--- config.mk ---
export PLATFORM = sky130hd
export DESIGN_NAME = frame_sched
export DESIGN_NICKNAME = d
export VERILOG_FILES = /design/src/rtl/sched_pkg.sv /design/src/rtl/frame_stack.sv /design/src/rtl/run_queue.sv /design/src/rtl/frame_sched.sv
export SDC_FILE = /design/constraint.sdc
export NUM_CORES = 1
export LEC_CHECK = 0
export ABC_CLOCK_PERIOD_IN_PS = 3200
export BUFFER_PORTS_ARGS = -buffer_cell sky130_fd_sc_hd__buf_2
export CAP_MARGIN = 10
export CORE_UTILIZATION = 58
export CTS_BUF_LIST = sky130_fd_sc_hd__clkbuf_8
export DETAILED_ROUTE_END_ITERATION = 10
export PLACE_DENSITY = 0.78
export SYNTH_ARGS = -nofsm -noshare
export SYNTH_HDL_FRONTEND = slang
export SYNTH_SLANG_ARGS = --single-unit
--- constraint.sdc ---
create_clock -name clk -period 3.2 [get_ports clk]
set_input_delay 0.48 -clock clk [delete_from_list [all_inputs] [get_ports clk]]
set_output_delay 0.48 -clock clk [all_outputs]
set_load 0.1 [all_outputs]
--- src/rtl/sched_pkg.sv ---
package sched_pkg;
  typedef enum logic [2:0] {
    OP_NOP    = 3'd0,
    OP_FALLOC = 3'd1,
    OP_FORK   = 3'd2,
    OP_STOP   = 3'd3,
    OP_POST   = 3'd4,
    OP_SWAP   = 3'd5
  } sched_op_e;
endpackage

--- src/rtl/frame_stack.sv ---
module frame_stack #(
  parameter int DEPTH = 4,
  parameter int PC_W  = 16
) (
  input  logic            clk,
  input  logic            rst_n,
  input  logic            init,
  input  logic [PC_W-1:0] init_pc,
  input  logic            push,
  input  logic [PC_W-1:0] push_pc,
  input  logic            pop,
  output logic [PC_W-1:0] top_pc,
  output logic            empty,
  output logic            full
);
  localparam int SP_W  = $clog2(DEPTH + 1);
  localparam int IDX_W = (DEPTH > 1) ? $clog2(DEPTH) : 1;

  logic [PC_W-1:0]  mem [DEPTH];
  logic [SP_W-1:0]  sp;
  logic [IDX_W-1:0] top_idx;

  assign empty   = (sp == '0);
  assign full    = (sp == SP_W'(DEPTH));
  assign top_idx = IDX_W'(sp - 1'b1);
  assign top_pc  = mem[top_idx];

  // depth pointer
  always_ff @(posedge clk or negedge rst_n) begin
    if (!rst_n) begin
      sp <= '0;
    end else if (init) begin
      sp <= SP_W'(1);
    end else if (push && !full) begin
      sp <= sp + 1'b1;
    end else if (pop && !empty) begin
      sp <= sp - 1'b1;
    end
  end

  // entry storage, no reset needed
  always_ff @(posedge clk) begin
    if (init) begin
      mem[0] <= init_pc;
    end else if (push && !full) begin
      mem[sp[IDX_W-1:0]] <= push_pc;
    end
  end
endmodule

--- src/rtl/run_queue.sv ---
module run_queue #(
  parameter int NUM  = 4,
  parameter int ID_W = 2
) (
  input  logic                     clk,
  input  logic                     rst_n,
  input  logic                     enq,
  input  logic [ID_W-1:0]          enq_id,
  input  logic                     deq,
  output logic [ID_W-1:0]          head_id,
  output logic                     empty,
  output logic [$clog2(NUM+1)-1:0] count
);
  localparam int PTR_W = (NUM > 1) ? $clog2(NUM) : 1;
  localparam int CNT_W = $clog2(NUM + 1);

  logic [ID_W-1:0]  slots [NUM];
  logic [PTR_W-1:0] rd_ptr, wr_ptr;
  logic             do_enq, do_deq;

  assign empty   = (count == '0);
  assign do_enq  = enq && (count != CNT_W'(NUM));
  assign do_deq  = deq && !empty;
  assign head_id = slots[rd_ptr];

  function automatic logic [PTR_W-1:0] wrap_inc(input logic [PTR_W-1:0] p);
    return (p == PTR_W'(NUM - 1)) ? '0 : p + 1'b1;
  endfunction

  always_ff @(posedge clk or negedge rst_n) begin
    if (!rst_n) begin
      rd_ptr <= '0;
      wr_ptr <= '0;
      count  <= '0;
    end else begin
      if (do_enq) wr_ptr <= wrap_inc(wr_ptr);
      if (do_deq) rd_ptr <= wrap_inc(rd_ptr);
      if (do_enq && !do_deq)      count <= count + 1'b1;
      else if (do_deq && !do_enq) count <= count - 1'b1;
    end
  end

  always_ff @(posedge clk) begin
    if (do_enq) slots[wr_ptr] <= enq_id;
  end
endmodule

--- src/rtl/frame_sched.sv ---
module frame_sched
  import sched_pkg::*;
#(
  parameter int NUM_FRAMES  = 4,
  parameter int STACK_DEPTH = 4,
  parameter int PC_W        = 16,
  localparam int FID_W      = (NUM_FRAMES > 1) ? $clog2(NUM_FRAMES) : 1
) (
  input  logic             clk,
  input  logic             rst_n,
  input  logic             cmd_valid,
  output logic             cmd_ready,
  input  logic [2:0]       cmd_op,
  input  logic [FID_W-1:0] cmd_frame,
  input  logic [PC_W-1:0]  cmd_pc,
  output logic             out_valid,
  input  logic             out_ready,
  output logic [PC_W-1:0]  out_pc,
  output logic [FID_W-1:0] out_frame,
  output logic             idle,
  output logic             overflow
);
  localparam int QC_W = $clog2(NUM_FRAMES + 1);
  localparam logic [FID_W:0] NF_L = (FID_W + 1)'(NUM_FRAMES);

  // state
  logic                  cur_valid_q;
  logic [FID_W-1:0]      cur_frame_q;
  logic                  idle_q;
  logic [NUM_FRAMES-1:0] queued_q;
  logic                  ovf_q;
  logic                  ov_q;
  logic [PC_W-1:0]       opc_q;
  logic [FID_W-1:0]      ofr_q;

  // per-frame stack wiring
  logic [NUM_FRAMES-1:0] st_init, st_push, st_pop, st_empty, st_full;
  logic [PC_W-1:0]       st_top [NUM_FRAMES];

  // queue wiring
  logic [FID_W-1:0] q_head;
  logic             q_empty;
  logic [QC_W-1:0]  q_count;

  // decode
  logic accept, frame_ok, do_auto;
  logic is_falloc, is_fork, is_stop, is_post, is_swap;
  logic take_q, swap_empty, post_enq, stop_ok, fork_ok;

  assign do_auto   = idle_q && !q_empty && !ov_q;
  assign cmd_ready = !ov_q && !do_auto;
  assign accept    = cmd_valid && cmd_ready;
  assign frame_ok  = ({1'b0, cmd_frame} < NF_L);

  assign is_falloc = accept && (cmd_op == OP_FALLOC) && frame_ok;
  assign is_fork   = accept && (cmd_op == OP_FORK);
  assign is_stop   = accept && (cmd_op == OP_STOP);
  assign is_post   = accept && (cmd_op == OP_POST) && frame_ok;
  assign is_swap   = accept && (cmd_op == OP_SWAP);

  assign take_q     = (is_swap || do_auto) && !q_empty;
  assign swap_empty = is_swap && q_empty;
  assign fork_ok    = is_fork && cur_valid_q;
  assign stop_ok    = is_stop && cur_valid_q && !st_empty[cur_frame_q];
  assign post_enq   = is_post && !queued_q[cmd_frame] &&
                      !(cur_valid_q && (cur_frame_q == cmd_frame));

  // one stack per frame
  for (genvar g = 0; g < NUM_FRAMES; g++) begin : g_frame
    assign st_init[g] = is_falloc && (cmd_frame == FID_W'(g));
    assign st_push[g] = (fork_ok && (cur_frame_q == FID_W'(g))) ||
                        (is_post && (cmd_frame == FID_W'(g)));
    assign st_pop[g]  = (stop_ok && (cur_frame_q == FID_W'(g))) ||
                        (take_q && (q_head == FID_W'(g)));

    frame_stack #(
      .DEPTH (STACK_DEPTH),
      .PC_W  (PC_W)
    ) u_stack (
      .clk     (clk),
      .rst_n   (rst_n),
      .init    (st_init[g]),
      .init_pc (cmd_pc),
      .push    (st_push[g]),
      .push_pc (cmd_pc),
      .pop     (st_pop[g]),
      .top_pc  (st_top[g]),
      .empty   (st_empty[g]),
      .full    (st_full[g])
    );
  end

  run_queue #(
    .NUM  (NUM_FRAMES),
    .ID_W (FID_W)
  ) u_runq (
    .clk     (clk),
    .rst_n   (rst_n),
    .enq     (post_enq),
    .enq_id  (cmd_frame),
    .deq     (take_q),
    .head_id (q_head),
    .empty   (q_empty),
    .count   (q_count)
  );

  // dispatch register and frame selection
  always_ff @(posedge clk or negedge rst_n) begin
    if (!rst_n) begin
      ov_q        <= 1'b0;
      opc_q       <= '0;
      ofr_q       <= '0;
      cur_valid_q <= 1'b0;
      cur_frame_q <= '0;
      idle_q      <= 1'b0;
      ovf_q       <= 1'b0;
    end else begin
      ovf_q <= |(st_push & st_full);
      if (stop_ok) begin
        ov_q  <= 1'b1;
        opc_q <= st_top[cur_frame_q];
        ofr_q <= cur_frame_q;
      end else if (take_q) begin
        ov_q  <= 1'b1;
        opc_q <= st_top[q_head];
        ofr_q <= q_head;
      end else if (out_ready) begin
        ov_q <= 1'b0;
      end
      if (take_q) begin
        cur_valid_q <= 1'b1;
        cur_frame_q <= q_head;
        idle_q      <= 1'b0;
      end else if (swap_empty) begin
        cur_valid_q <= 1'b0;
        idle_q      <= 1'b1;
      end
    end
  end

  // queued marks
  always_ff @(posedge clk or negedge rst_n) begin
    if (!rst_n) begin
      queued_q <= '0;
    end else begin
      for (int i = 0; i < NUM_FRAMES; i++) begin
        if (post_enq && (cmd_frame == FID_W'(i)))
          queued_q[i] <= 1'b1;
        else if ((take_q && (q_head == FID_W'(i))) || st_init[i])
          queued_q[i] <= 1'b0;
      end
    end
  end

  assign out_valid = ov_q;
  assign out_pc    = opc_q;
  assign out_frame = ofr_q;
  assign idle      = idle_q;
  assign overflow  = ovf_q;
endmodule

==> results of run 1 <==
[state kept, by name, indices dropped and copies added, names as in the netlist]
register             count
cur_frame_q              2
cur_valid_q              1
g_frame.u_stack.mem    256
g_frame.u_stack.sp      12
idle                     1
out_frame                2
out_pc                  16
out_valid                1
overflow                 1
queued_q                 4
u_runq.count             3
u_runq.rd_ptr            2
u_runq.slots             8
u_runq.wr_ptr            2
[layout make-up]
type,count,area (um2),share of cell area (%)
clock buffers,51,702,4.70
well taps,280,350,2.35
flip-flops and latches,311,9100,61.0
multi-input cells,379,3910,26.2
repair buffers,84,556,3.72
inverters,15,56.3,0.377
clock inverters,38,246,1.65
[through the flow]
stage / cell area, um2 / setup WS [ns] / util, %
after floorplan: 13200 / -0.0219 / -
after global placement: 14000 / 0.315 / 63.4
after detailed placement: 14000 / 0.218 / 63.4
after CTS: 14900 / 0.357 / 67.8
after global routing: 14900 / 0.235 / 67.8
final: 14900 / 0.331 / 67.8
[logic make-up after synthesis]
group	synth area share (%)
DFF	69.1
adders and majority gates	1.86
buffers and inverters	1.62
AOI/OAI and AO/OA	4.82
and+or+nand+nor	5.22
muxes	17.0
xor gates and xnor gates	0.399
[final timing paths]
path                                                  to
worst max-delay path                          out_pc[11]
worst min-delay path                           out_valid
worst max register to register                out_pc[11]
worst min register to register                out_pc[10]
max in group asynchronous       g_frame[3].u_stack.sp[2]
min in group asynchronous                     out_pc[10]
[synth_stat cells (all sizes together), types with 4 or more instances]
cell and number:
edfxtp 264, clkbuf 21, o22ai 24, nor2b 4, nand3 9, buf 17
and2 10, o21ai 14, nor3 14, inv 15, nand2b 4, mux2 18
mux4 83, nand2 49, nor2 27, and3 7, mux2i 17, ha 18
o211ai 5, a21oi 24, dfrtp 47
[repair_timing]
| item | 4_1_cts | 5_1_grt |
|---|---|---|
| setup buffers | 0 | 0 |
| hold endpoints to repair | 29 | 0 |
| hold buffers | 1 | 0 |
[layer usage]
metal  GRT usage [%]  routed length [um]  vias to the layer above
met3            5.57                3300                       97
met4            13.1                1280                        4
li1                -                   -                     3210
met5               0                  19                        -
met1            38.4               11800                     3910
met2            42.2               14300                      505
[power breakdown]
part | switching [mW] | internal (mW) | total [mW] | leakage [nW]
sequential | 0.286 | 4.73 | 5.01 | 2.95
clock | 1.49 | 1.73 | 3.22 | 0.553
combinational | 3.35 | 2.30 | 5.65 | 1.82
[critical path, delay by kind of cell, from the launching register on]
family | cells | cell delay [ns]
adder cells (fa/ha/maj) | 1 | 0.80
multiplexers | 2 | 0.76
flip-flops | 1 | 0.45
buffers and inverters | 2 | 0.41
AO/OA/AOI/OAI | 1 | 0.23
AND/OR/NAND/NOR | 1 | 0.08
==> results.cfg, run 1 <==
[status]
status = finished, violations left
violations = design-rule violations

[cells_and_area]
area_growth_pct = 13.2
nFillCells = 1420
nets = 883
final_common_cell = edfxtp_1
final_cells = 1158
final_cell_mix = edfxtp_1, mux4_2, clkbuf_8
drive_gt1_share_pct = 29.8
insertedDiodeCount = 0

[min_path]
hp-class = in -> reg
hold_start = out_ready
hold_depth = 2

[setup_path]
endpoint_kind = flip-flop
cp_data_arrival_time_ns = 3.30
slowest_delay_ns = 0.80
cp_max_fo = 10
worstPathRequired_ns = 3.63
worst_path_most_repeated_cell = mux4_2
reg2regPathDepth = 7
worstSetupStartpointType = flip-flop
crit_slowest_cell = ha_1
crit_type = reg -> reg
timing.critical_path.cells = inv_1, ha_1, buf_4, mux4_2, mux4_2, a21oi_1, nand2_1
ff2ff_setup_slack_ns = 0.33
startpoint = g_frame[0].u_stack.sp[1]
reg2reg_from = g_frame[0].u_stack.sp[1]

[place]
numPlacedInstances = 1068
portBuffers = 46
routabilityCongestion = 0.946
dp_hpwl_um = 19000

[floorplan]
die_w_um = 153
die_area_um2 = 23300
io_pins = 47
num_rows = 54
fp.dieH_um = 153
coreArea_um2 = 22000
start_util_pct = 59.8

[drt]
ant_nets = 0
via_per_inst = 6.67
drt_wl_total_um = 30700
drc_errors = 3
drt-initial-drc-count = 838
first_pass_iters = 10
wire_per_inst_um = 26.5
vias = 7726

[clocking]
ctsResizeCount = 0
cts_made_buffers = 48
cts_tree = done
clk_pin_slew_ns = 0.06
h-tree-depth = 2
cts_root_buf = clkbuf_8
ctsLongestPathBuffers = 3
cts_sinks = 311
clkLatencyLatePin_ns = 0.57

[timing]
worst_pin_slew_ns = 0.892
timing.fmax_mhz = 349
fin_crit_sh_pct = 89.7
final-hold-violation-count = 0
maxSlewViolCount = 0
period_needed_ns = 2.87
rsz0062_at_grt = false
setup_viol = 0
max_slew_margin_pct = 40.6
fin_tns_setup_ns = 0
fin_skew_ns = 0.0260
hold_ws_ns = 0.111

[power_and_ir_drop]
power_mw = 13.9
power_density_nw_per_um2 = 930
p_leak_nw = 5.32
max-vdd-ir-drop_mv = 0.818

[grt]
antenna_found_initial = 2
grt_usage_pct = 27.5
grt_pass1_wl_um = 46800
grt_max_degree = 31
grt_pass1_vias = 7947
grt_overflow = 0

[yosys]
synth_cells = 743
netlist_area_um2 = 13200
ys_ff_latch = 311
synthesis.nets = 787
yosysTopAreaCellShare_pct = 60.1
ys.flop_type = edfxtp_1
synth_edf_count = 264
yosysSeqAreaShare_pct = 69.1
syn_area_per_cell_um2 = 17.7
ys_async_sr_fraction_pct = 15.1
ys_top_cells_by_area = edfxtp_1, mux4_2, dfrtp_1, ha_1, mux2_2
yosys.cell_types.count = 59
yosys_warnings = 0
yosysTopAreaCell = edfxtp_1

[job]
drv_cap = 0
(Power assumes the default switching activity.)
==> run 2: changes to the inputs <==
- BUFFER_PORTS_ARGS: -buffer_cell sky130_fd_sc_hd__buf_2 -> -buffer_cell sky130_fd_sc_hd__buf_4
==> run 2 against run 1 <==
  * The run still ends with design-rule violations left
  * Worst setup slack gained 0.013 ns
  * Highest routed layer is now met4
  * Worst hold slack lost 0.010 ns
  * Utilization grew 0.87 points
==> results.cfg, run 2 (same netlist as run 1, synthesis figures left out) <==
[timing]
fin_crit_sh_pct = 89.3
max_slew_margin_pct = 23.2
fin_skew_ns = 0.0125
worst_pin_slew_ns = 1.15
rsz0062_at_grt = false
setup_viol = 0
period_needed_ns = 2.86
maxSlewViolCount = 0
fin_tns_setup_ns = 0
final-hold-violation-count = 0
timing.fmax_mhz = 350

[power_and_ir_drop]
p_leak_nw = 5.39
power_density_nw_per_um2 = 931
max-vdd-ir-drop_mv = 0.746
power_mw = 14.1

[grt]
grt_usage_pct = 28.1
grt_max_degree = 48
antenna_found_initial = 0
grt_overflow = 0
grt_pass1_wl_um = 47700
grt_pass1_vias = 8046

[floorplan]
start_util_pct = 59.8
coreArea_um2 = 22000
io_pins = 47
fp.dieH_um = 153
die_area_um2 = 23300
num_rows = 54
die_w_um = 153

[place]
routabilityCongestion = 0.914
placed_area_um2 = 14100
dp_hpwl_um = 19200
portBuffers = 46

[setup_path]
worstSetupStartpointType = flip-flop
endpoint_kind = flip-flop
slowest_delay_ns = 0.84
worst_path_most_repeated_cell = mux4_2
crit_slowest_cell = ha_1
critPathBufInv = 2
reg2regPathDepth = 7
worstPathRequired_ns = 3.63
crit_type = reg -> reg
worstReg2RegEnd = out_pc[7]
ff2ff_setup_slack_ns = 0.34
cp_max_fo = 12
timing.critical_path.cells = inv_1, ha_1, buf_4, mux4_2, mux4_2, o22ai_1, nor2_1
cp_data_arrival_time_ns = 3.28
reg2reg_from = g_frame[0].u_stack.sp[1]
path_delay_family = adder cells

[drt]
ant_nets = 0
via_per_inst = 6.63
drc_errors = 3
vias = 7693
drt_wl_total_um = 31200
drt-initial-drc-count = 802
first_pass_iters = 10
wire_per_inst_um = 26.9

[clocking]
cts_made_buffers = 48
clk_pin_slew_ns = 0.06
ctsLongestPathBuffers = 3
h-tree-depth = 2
cts_sinks = 311
cts_root_buf = clkbuf_8
post_cts.repair.setup_buffers = 0
clkLatencyLatePin_ns = 0.56
cts_tree = done

[min_path]
hold_path_end = out_valid
hp-class = in -> reg
hold_depth = 2
hold_start = out_ready

[cells_and_area]
postLayoutCellArea_um2 = 15100
final_cell_mix = edfxtp_1, mux4_2, buf_4
largest_register = g_frame.u_stack.mem
nets = 886
final_common_cell = edfxtp_1
area_growth_pct = 14.7
drive_gt1_share_pct = 30.6
insertedDiodeCount = 0
fin_util_pct = 68.6
largest_reg_flops = 256

[job]
drv_cap = 0

[status]
status = finished, violations left
violations = design-rule violations
[run 2: worst max-delay path by stage]
stage / from / endpoint / slack, ns / cells after the start
global route: g_frame[0].u_stack.sp[1] / out_pc[7] / 0.22 / 7
floorplan: idle / g_frame[0].u_stack.mem[2][0] / -0.02 / 4
detailed placement: cmd_frame[0] / u_runq.count[2] / 0.28 / 11
finish: g_frame[0].u_stack.sp[1] / out_pc[7] / 0.34 / 7
global placement: cmd_frame[0] / u_runq.count[2] / 0.38 / 11
CTS: g_frame[0].u_stack.sp[1] / out_pc[7] / 0.34 / 7
[run 2: through the flow]
step / instances / hold slack (ns) / setup WS [ns]
floorplan: 743 / 0.184 / -0.0219
global placement: 1071 / 0.459 / 0.383
detailed placement: 1071 / 0.461 / 0.278
CTS: 1161 / 0.0901 / 0.344
global route: 1161 / 0.105 / 0.223
finish: 1161 / 0.101 / 0.344
[run 2: metal layers]
layer  wire, um  track usage (%)  up-vias
met5          0                0        -
met4       1000             11.6        0
met3       3290             5.77       76
met2      15200             46.0      476
met1      11800             37.3     3939
li1           -                -     3202
[run 2: layout make-up]
type | instances | area (um2)
Multi-Input combinational cell | 379 | 3910
Timing Repair Buffer | 87 | 718
Sequential cell | 311 | 9100
Fill cell | 1360 | 6910
Clock inverter | 37 | 265
Inverter | 15 | 56.3
Tap cell | 280 | 350
Clock buffer | 52 | 716
[run 2: repair_timing]
item / in CTS / in global routing
endpoints found under the hold margin: 47 / 0
hold buffers: 1 / 0
resized for setup: 0 / 0
[run 2: power by group]
part           switching (mW)  total (mW)  internal [mW]  leakage [nW]
Sequential              0.305        5.03           4.73          2.95
Clock                    1.50        3.33           1.83         0.564
Combinational            3.32        5.72           2.40          1.88
